--- config.mk ---
export PLATFORM = sky130hd
export DESIGN_NAME = sdac_tx
export DESIGN_NICKNAME = d
export VERILOG_FILES = /design/src/rtl/sdac_pkg.sv /design/src/rtl/sdac_tick.sv /design/src/rtl/sdac_seq.sv /design/src/rtl/sdac_shift.sv /design/src/rtl/sdac_tx.sv
export SDC_FILE = /design/constraint.sdc
export NUM_CORES = 1
export LEC_CHECK = 0
export CAP_MARGIN = 10
export CORE_MARGIN = 2
export CORE_UTILIZATION = 46
export DETAILED_ROUTE_END_ITERATION = 8
export PLACE_DENSITY = 0.84
export SETUP_SLACK_MARGIN = 0.15
export SKIP_CTS_REPAIR_TIMING = 1
export SLEW_MARGIN = 20
export SYNTH_ARGS = -nofsm -noshare
export SYNTH_HDL_FRONTEND = slang
export SYNTH_HIERARCHICAL = 1
export SYNTH_SLANG_ARGS = --single-unit
--- constraint.sdc ---
create_clock -name clk -period 1.65 [get_ports clk]
set_input_delay 0.495 -clock clk [delete_from_list [all_inputs] [get_ports clk]]
set_output_delay 0.495 -clock clk [all_outputs]
set_load 0.02 [all_outputs]
--- src/rtl/sdac_pkg.sv ---
package sdac_pkg;

  typedef struct packed {
    logic sclk;
    logic le;
    logic dat_en;
  } wave_t;

  // Half-periods in a frame: data bits plus the commit pulse, then the gap.
  function automatic int unsigned frame_halves(input int unsigned word_w,
                                               input int unsigned gap_h);
    return 2 * (word_w + 1) + gap_h;
  endfunction

  // Waveform levels for half-period h of a running frame.
  function automatic wave_t wave_of(input logic busy, input int unsigned h,
                                    input int unsigned word_w);
    wave_t w;
    w = '0;
    if (busy && h < 2 * (word_w + 1)) begin
      w.sclk   = h[0];
      w.le     = (h >= 2 * word_w);
      w.dat_en = (h < 2 * word_w);
    end
    return w;
  endfunction

endpackage

--- src/rtl/sdac_tick.sv ---
module sdac_tick #(
  parameter int HALF_DIV = 3
) (
  input  logic clk,
  input  logic rst_n,
  input  logic run,
  output logic half_end
);
  localparam int DW = $clog2(HALF_DIV + 1);
  localparam logic [DW-1:0] LAST = DW'(HALF_DIV - 1);

  logic [DW-1:0] div_q;

  assign half_end = run && (div_q == LAST);

  always_ff @(posedge clk or negedge rst_n) begin
    if (!rst_n) div_q <= '0;
    else if (!run || half_end) div_q <= '0;
    else div_q <= div_q + 1'b1;
  end

  generate
    if (HALF_DIV > 1) begin : g_gap

      tick_gap_chk: assert property (@(posedge clk) disable iff (!rst_n)
        half_end |=> !half_end);
    end
  endgenerate

endmodule

--- src/rtl/sdac_seq.sv ---
module sdac_seq #(
  parameter int FRAME_H = 47,
  parameter int PH_W    = 6
) (
  input  logic            clk,
  input  logic            rst_n,
  input  logic            in_valid,
  input  logic            half_end,
  output logic            busy,
  output logic [PH_W-1:0] ph,
  output logic            accept
);
  localparam logic [PH_W-1:0] PH_LAST = PH_W'(FRAME_H - 1);

  logic            busy_q;
  logic [PH_W-1:0] ph_q;
  logic            frame_done;

  assign accept     = in_valid && !busy_q;
  assign frame_done = half_end && (ph_q == PH_LAST);
  assign busy       = busy_q;
  assign ph         = ph_q;

  always_ff @(posedge clk or negedge rst_n) begin
    if (!rst_n) begin
      busy_q <= 1'b0;
      ph_q   <= '0;
    end else if (accept) begin
      busy_q <= 1'b1;
      ph_q   <= '0;
    end else if (frame_done) begin
      busy_q <= 1'b0;
      ph_q   <= '0;
    end else if (half_end) begin
      ph_q <= ph_q + 1'b1;
    end
  end


  accept_src_chk: assert property (@(posedge clk) disable iff (!rst_n)
    $rose(busy_q) |-> $past(in_valid));

endmodule

--- src/rtl/sdac_shift.sv ---
module sdac_shift #(
  parameter int WORD_W = 16
) (
  input  logic              clk,
  input  logic              rst_n,
  input  logic              load,
  input  logic [WORD_W-1:0] load_word,
  input  logic              adv,
  output logic              msb
);
  logic [WORD_W-1:0] sh_q;

  assign msb = sh_q[WORD_W-1];

  always_ff @(posedge clk or negedge rst_n) begin
    if (!rst_n) sh_q <= '0;
    else if (load) sh_q <= load_word;
    else if (adv) sh_q <= {sh_q[WORD_W-2:0], 1'b0};
  end

endmodule

--- src/rtl/sdac_tx.sv ---
module sdac_tx #(
  parameter int WORD_W     = 16,
  parameter int HALF_DIV   = 3,
  parameter int GAP_HALVES = 13
) (
  input  logic              clk,
  input  logic              rst_n,
  input  logic              in_valid,
  output logic              in_ready,
  input  logic [WORD_W-1:0] in_word,
  output logic              ser_clk,
  output logic              ser_data,
  output logic              ser_latch
);
  import sdac_pkg::*;

  localparam int FRAME_H = int'(frame_halves(WORD_W, GAP_HALVES));
  localparam int PH_W    = $clog2(FRAME_H + 1);
  localparam int LW      = $clog2(2 * HALF_DIV + 2) + 1;
  localparam int RW      = $clog2(WORD_W + 3) + 1;

  logic            busy;
  logic [PH_W-1:0] ph;
  logic            half_end;
  logic            accept;
  logic            adv;
  logic            msb;
  wave_t           wv;

  sdac_tick #(.HALF_DIV(HALF_DIV)) tick_i (
    .clk(clk), .rst_n(rst_n), .run(busy), .half_end(half_end)
  );

  sdac_seq #(.FRAME_H(FRAME_H), .PH_W(PH_W)) seq_i (
    .clk(clk), .rst_n(rst_n), .in_valid(in_valid), .half_end(half_end),
    .busy(busy), .ph(ph), .accept(accept)
  );

  // Advance to the next bit as each odd (high) half of a data bit ends.
  assign adv = half_end && ph[0] && (ph < PH_W'(2 * WORD_W - 2));

  sdac_shift #(.WORD_W(WORD_W)) shift_i (
    .clk(clk), .rst_n(rst_n), .load(accept), .load_word(in_word),
    .adv(adv), .msb(msb)
  );

  assign in_ready = !busy;
  assign wv = wave_of(busy, 32'(ph), WORD_W);

  // Registered pins: no decode glitches reach the DAC.
  always_ff @(posedge clk or negedge rst_n) begin
    if (!rst_n) begin
      ser_clk   <= 1'b0;
      ser_data  <= 1'b0;
      ser_latch <= 1'b0;
    end else begin
      ser_clk   <= wv.sclk;
      ser_data  <= wv.dat_en & msb;
      ser_latch <= wv.le;
    end
  end

  // Window counters for the checks below.
  logic [LW-1:0] le_run_q;
  logic [RW-1:0] rise_cnt_q;
  logic          clk_prev_q;
  logic          latch_prev_q;
  logic          sclk_rise_ev;
  logic          latch_fall_ev;

  assign sclk_rise_ev  = ser_clk && !clk_prev_q;
  assign latch_fall_ev = latch_prev_q && !ser_latch;

  always_ff @(posedge clk or negedge rst_n) begin
    if (!rst_n) begin
      le_run_q     <= '0;
      rise_cnt_q   <= '0;
      clk_prev_q   <= 1'b0;
      latch_prev_q <= 1'b0;
    end else begin
      clk_prev_q   <= ser_clk;
      latch_prev_q <= ser_latch;
      le_run_q     <= ser_latch ? le_run_q + 1'b1 : '0;
      if (latch_fall_ev) rise_cnt_q <= '0;
      else if (sclk_rise_ev) rise_cnt_q <= rise_cnt_q + 1'b1;
    end
  end


  data_window_chk: assert property (@(posedge clk) disable iff (!rst_n)
    ser_clk |-> $stable(ser_data));


  latch_width_chk: assert property (@(posedge clk) disable iff (!rst_n)
    latch_fall_ev |-> (le_run_q == LW'(2 * HALF_DIV)) && $fell(ser_clk));


  rise_count_chk: assert property (@(posedge clk) disable iff (!rst_n)
    latch_fall_ev |-> rise_cnt_q == RW'(WORD_W + 1));


  idle_quiet_chk: assert property (@(posedge clk) disable iff (!rst_n)
    (in_ready && $past(in_ready)) |-> (!ser_clk && !ser_latch));


  ready_drop_chk: assert property (@(posedge clk) disable iff (!rst_n)
    (in_valid && in_ready) |=> !in_ready);

endmodule

==> impl_results.md, run 1 <==
- Std cell rows: 19
- WL met1: 1190 microns
- Critical Path RT: 1.87 ns
- Vias per cell: 5.35
- Slew at the pin closest to its max-slew limit: 0.354 ns
- Biggest area consumer among synthesized cells: dfrtp_1
- Top_reg_cell synth: dfrtp_1
- Placed cell count: 177
- Routed length per instance: 14.7 microns
- Final period util: 0.961
- Leak: 0.794 nW
- GRT Util Overall: 0.181
- Die Width: 58.2 microns
- Worst Slack Setup Final: 0.0650 ns
- Crit-path slowest cell: dfrtp_1
- Startpoint types: register
- Routability cong.: 0.839
- Metal3 WL: 131 microns
- Max incr delay on CP: 0.42 ns
- WS Path Type: register to register
- Largest cells by area after synthesis: dfrtp_1 (52%), mux2i_1 (11%), nand2_1 (5.0%)
- Syn avg cell area: 11.1 sq um
- Initial core utilization: 0.485
- Post-synth top cells: dfrtp_1 (28), nand2_1 (18), mux2i_1 (15)
- Synth warn: 6
- Tmin final: 1.58 ns
- CP arrival: 1.81 ns
- Max Cap Viol: 0
- Post-DP HPWL: 1810 microns
- Area fraction of the dominant cell type after synthesis: 0.519
- TritonCTS clock tree: built
- Max VDD drop: 1.09 mV
- Crit. End Element: register
- CTS Buffer Depth: 2
- I/O Buffers: 22
- Count leader, synth: dfrtp_1
- Initial DRT Pass Iterations: 4
- Crit-path cells: inv_2 > ha_4 > and2_4 > and4_4 > buf_12 > mux2i_2 > o21ai_1
- Final wirelength: 2740 microns
- Chip height: 58.2 microns
- Top routing layer in use: met4
- Core area: 2780 sq um
- Synthesized Nets: 144
- Htree depth: 1
- Antenna diode count: 0
- Netlist cell types: 31
- Io pins: 23
- Setup violations, final: 0
- Async set or reset register ratio after synthesis: 1.00
- Non-Filler Instances: 186
- Seq/Total Area, Yosys: 0.519
- Syn-to-layout area delta: 31.1%
- Share of layout cells above drive strength 1: 0.194
- RSZ-0062 raised after global routing: yes
- Peak Freq: 0.631 GHz
- GRT overflow: 0
- CTS Buf Count: 3
- Largest net degree at the start of global routing: 29
- Status: finished clean
- Vias in the first global route: 1075
- # DRC: 0
- CTS sink cnt: 28
- Final hold violations: 0
- Pre-CTS setup slack: -0.193 ns
- CTS root buffer: clkbuf_4
- WL met2: 1390 microns
- P per Cell Area: 1340 nW/um^2
- Initial antenna violation count: 0
- Mapped Cells: 122
- Full die area: 3380 sq um
- Slew margin rel.: 0.764
- Clk slew on worst S/H paths: 0.14 ns
- Final net count: 179
- Clk_skew: 0.00719 ns
- Syn Std Cell Area: 1350 sq um
- Global-route wire length before repair: 4770 microns
- EDFF count, synth: 0
- Final ANT Viol Nets: 0
- Final Max Tran Viols: 0
- HP Class: register to register
- Drt initial violations: 38
- Routed via count: 996
- CP Max Fanout: 8
- Number of synthesized register bits: 28
- Clk_lat worst skew: 0.33 ns
## worst max-delay path, delay by kind of cell, from the launching register on
family          cells  cell delay (ns)
simple gates        2             0.43
fa+ha+maj           1             0.13
buf+inv             2             0.21
flops               1             0.42
compound gates      1             0.08
mux                 1             0.21
## through the flow
stage	utilization	setup TNS, ns	power (mW)	cell area (sq um)	hold WS [ns]
2_1_floorplan	-	0	1.70	1370	0.199
5_1_grt	0.637	-0.0131	2.57	1770	0.549
3_3_place_gp	0.596	-1.36	1.93	1660	0.448
4_1_cts	0.605	-0.772	2.28	1680	0.482
3_5_place_dp	0.596	-1.68	1.99	1660	0.462
6_report	0.637	0	2.38	1770	0.534
## report_power, final
| group | internal, mW | switching [mW] | leakage, nW |
|---|---|---|---|
| Combinational | 0.534 | 0.427 | 0.431 |
| Sequential | 0.961 | 0.187 | 0.349 |
| Clock | 0.0858 | 0.186 | 0.0138 |
| Total | 1.58 | 0.800 | 0.794 |
## state kept, by name (all words and copies together) (netlist names)
name / count
seq_i/ph: 6
tick_i/div_q: 2
seq_i/busy: 1
ser_data: 1
ser_latch: 1
shift_i/sh_q: 16
ser_clk: 1
## metal layers
metal  vias up  global-route usage
met5         -                   0
met4         0              0.0299
met2        24               0.315
li1        490                   -
met1       478               0.231
met3         4              0.0491
## cells in the final DEF, fill, tap and decap left out
cell / instances
xor2_1: 3
buf_4: 11
o211ai_1: 1
dfrtp_1: 27
and2_4: 1
nand4_1: 2
a21oi_1: 2
nor4_2: 1
and4_4: 1
and4b_1: 1
mux2i_1: 14
o21ai_1: 14
clkbuf_4: 3
clkdlybuf4s50_1: 18
nand3b_1: 1
inv_1: 3
nand3_1: 1
a21o_1: 1
nor2_1: 3
dfrtp_2: 1
ha_4: 1
buf_12: 2
mux2i_2: 1
o2111ai_4: 1
or3_1: 1
o21ai_0: 2
a21oi_2: 1
ha_1: 2
clkbuf_16: 1
nand2_1: 18
nand2b_1: 4
nor3b_2: 2
nand3_2: 1
nor2b_2: 1
and3_1: 2
o211a_1: 1
inv_2: 1
dlymetal6s2s_1: 4
## cells by family (layout without fill, tap and decap cells)
family,count (synthesis),in the layout,share of synthesized area
AND/OR/NAND/NOR,40,40,0.164
flip-flops,28,28,0.519
AO/OA/AOI/OAI,23,23,0.108
multiplexers,15,15,0.111
buffers and inverters,10,43,0.0500
adder cells (fa/ha/maj),3,3,0.0278
XOR/XNOR,3,3,0.0195
## final cells by class
type	count	area [sq um]
Fill cell	221	1010
Multi-Input combinational cell	84	614
Timing Repair Buffer	36	378
Sequential cell	28	702
Tap cell	31	38.8
Inverter	4	15.0
Clock buffer	3	22.5
## worst paths after layout
path                            cells past startpoint        startpoint               to  slack [ns]
worst max-delay path                                7   tick_i/div_q[0]  shift_i/sh_q[6]        0.07
worst min-delay path                                1  shift_i/sh_q[15]         ser_data        0.53
worst max register to register                      7   tick_i/div_q[0]  shift_i/sh_q[6]        0.07
max in group asynchronous                           2             rst_n      seq_i/ph[0]        0.83
worst min register to register                      1  shift_i/sh_q[15]         ser_data        0.53
min in group asynchronous                           2             rst_n         ser_data        0.54
Power figures use the tool's default switching activity.
==> inputs of run 2 (changes only) <==
CTS_CLUSTER_SIZE = 16   (was unset)
==> results of run 2 <==
No change in the layout: final DEF, timing and power equal those of run 1.
==> inputs of run 3 (changes only) <==
CTS_CLUSTER_SIZE = 14   (was 16)
HOLD_SLACK_MARGIN = 0.02   (was unset)
PLACE_DENSITY = unset   (was 0.84)
PLACE_DENSITY_LB_ADDON = 0.25   (was unset)
==> impl_results.md, run 3 (synthesis results as in run 1) <==
- Final Max Tran Viols: 0 (unchanged)
- Syn-to-layout area delta: 35.8% (was 31.1%)
- Commonest non-fill, non-tap cell in the layout: dfrtp_1 (unchanged)
- CTS sink cnt: 28 (unchanged)
- Full die area: 3380 sq um (unchanged)
- CTS Buffer Depth: 2 (unchanged)
- Io pins: 23 (unchanged)
- Final wirelength: 2880 microns (was 2740 microns)
- Leak: 0.811 nW (was 0.794 nW)
- Worst Slack Setup Final: 0.0445 ns (was 0.0650 ns)
- Final net count: 183 (was 179)
- Post-DP HPWL: 1860 microns (was 1810 microns)
- Std cell rows: 19 (unchanged)
- Final period util: 0.973 (was 0.961)
- Clk_lat worst skew: 0.31 ns (was 0.33 ns)
- I/O Buffers: 22 (unchanged)
- Tmin final: 1.61 ns (was 1.58 ns)
- Largest register by flop count: shift_i/sh_q (unchanged)
- Clk_skew: 0.00435 ns (was 0.00719 ns)
- Most frequent cells in the layout: dfrtp_1 (27), clkdlybuf4s50_1 (18), nand2_1 (18) (unchanged)
- Non-Filler Instances: 190 (was 186)
- Cell Area, Placed: 1680 sq um (was 1660 sq um)
- Routability cong.: 0.785 (was 0.839)
- Final ANT Viol Nets: 0 (unchanged)
- RSZ-0062 raised after global routing: yes (unchanged)
- Max Cap Viol: 0 (unchanged)
- Drt initial violations: 54 (was 38)
- Share of layout cells above drive strength 1: 0.239 (was 0.194)
- Final hold violations: 0 (unchanged)
- Core area: 2780 sq um (unchanged)
- Max incr delay on CP: 0.44 ns (was 0.42 ns)
- CTS Buf Count: 3 (unchanged)
- Crit-path slowest cell: clkdlybuf4s50_1 (was dfrtp_1)
- Die Width: 58.2 microns (unchanged)
- Routed length per instance: 15.2 microns (was 14.7 microns)
- CTS root buffer: clkbuf_4 (unchanged)
- Status: finished clean (unchanged)
- Clk slew on worst S/H paths: 0.14 ns (about the same)
- Initial DRT Pass Iterations: 4 (unchanged)
- Startpoint types: primary input (was register)
- Critical Path RT: 1.86 ns (was 1.87 ns)
- Layout Utilization: 0.659 (was 0.637)
- Worst Hold Depth: 1 (unchanged)
- Max FFs per register: 16 (unchanged)
- Overall power: 2.44 mW (was 2.38 mW)
- WS Path Type: primary input to register (was register to register)
- Global-route wire length before repair: 4570 microns (was 4770 microns)
- Routed via count: 1012 (was 996)
- Finished Cell Area: 1830 sq um (was 1770 sq um)
- Slew margin rel.: 0.762 (was 0.764)
- Pre-CTS setup slack: -0.229 ns (was -0.193 ns)
- Setup violations, final: 0 (unchanged)
- Vias per cell: 5.33 (was 5.35)
- GRT Util Overall: 0.173 (was 0.181)
- Vias in the first global route: 1013 (was 1075)
- Initial core utilization: 0.485 (unchanged)
- Crit. End Element: register (unchanged)
- Crit-path cells: clkdlybuf4s50_1 > nor2b_2 > o2111ai_4 > buf_6 > o211ai_1 > a21oi_2 (was inv_2 > ha_4 > and2_4 > and4_4 > buf_12 > mux2i_2 > o21ai_1)
- Htree depth: 1 (unchanged)
- Peak Freq: 0.623 GHz (was 0.631 GHz)
- Filler instances: 230 (was 221)
- Slew at the pin closest to its max-slew limit: 0.357 ns (was 0.354 ns)
- # DRC: 0 (unchanged)
- Largest net degree at the start of global routing: 29 (unchanged)
- P per Cell Area: 1330 nW/um^2 (was 1340 nW/um^2)
- CP Max Fanout: 2 (was 8)
- Antenna diode count: 0 (unchanged)
- Placed cell count: 180 (was 177)
- TritonCTS clock tree: built (unchanged)
- Chip height: 58.2 microns (unchanged)
- GRT overflow: 0 (unchanged)
- Max VDD drop: 0.933 mV (was 1.09 mV)
- CP arrival: 1.82 ns (was 1.81 ns)
- HP Class: register to register (unchanged)
- Initial antenna violation count: 0 (unchanged)
- R2R cell count: 8 (was 7)
run 3: through the flow:
step	hold slack (ns)	TNS [ns]
3_5_place_dp	0.457	-2.12
3_3_place_gp	0.452	-1.29
4_1_cts	0.481	-0.677
5_1_grt	0.488	-0.102
2_1_floorplan	0.199	0
6_report	0.474	0
run 3: report_power, final:
group | total, mW | switching, mW | internal (mW) | leakage (nW)
Sequential | 1.16 | 0.198 | 0.961 | 0.349
Combinational | 1.02 | 0.441 | 0.579 | 0.447
Clock | 0.263 | 0.178 | 0.0852 | 0.0138
run 3: final timing paths:
| check | start | to | slack (ns) |
|---|---|---|---|
| worst min-delay path | tick_i/div_q[0] | tick_i/div_q[0] | 0.47 |
| worst max register to register | tick_i/div_q[0] | seq_i/ph[5] | 0.05 |
| min in group asynchronous | rst_n | shift_i/sh_q[13] | 0.54 |
| max in group asynchronous | rst_n | seq_i/ph[0] | 0.82 |
| worst min register to register | tick_i/div_q[0] | tick_i/div_q[0] | 0.47 |
| worst max-delay path | in_valid | seq_i/ph[5] | 0.04 |
run 3: metal layers:
metal / GRT usage / share of wire / wire [microns] / vias up
li1: - / - / - / 495
met1: 0.233 / 0.41 / 1190 / 492
met2: 0.284 / 0.53 / 1520 / 21
met3: 0.0290 / 0.048 / 139 / 4
met4: 0.0598 / 0.011 / 31 / 0
met5: 0 / 0 / 0 / -
run 3: final cells by class:
class | count | area, sq um | area share
multi-input combinational | 84 | 628 | 0.343
tap | 31 | 38.8 | 0.0212
clock buffer | 3 | 22.5 | 0.0123
timing repair buffer | 40 | 427 | 0.233
sequential | 28 | 702 | 0.383
inverter | 4 | 15.0 | 0.00819
run 3: critical path, delay by kind of cell:
family,cells,cell delay (ns)
buffers and inverters,2,0.59
and+or+nand+nor,1,0.23
AOI/OAI and AO/OA,3,0.49
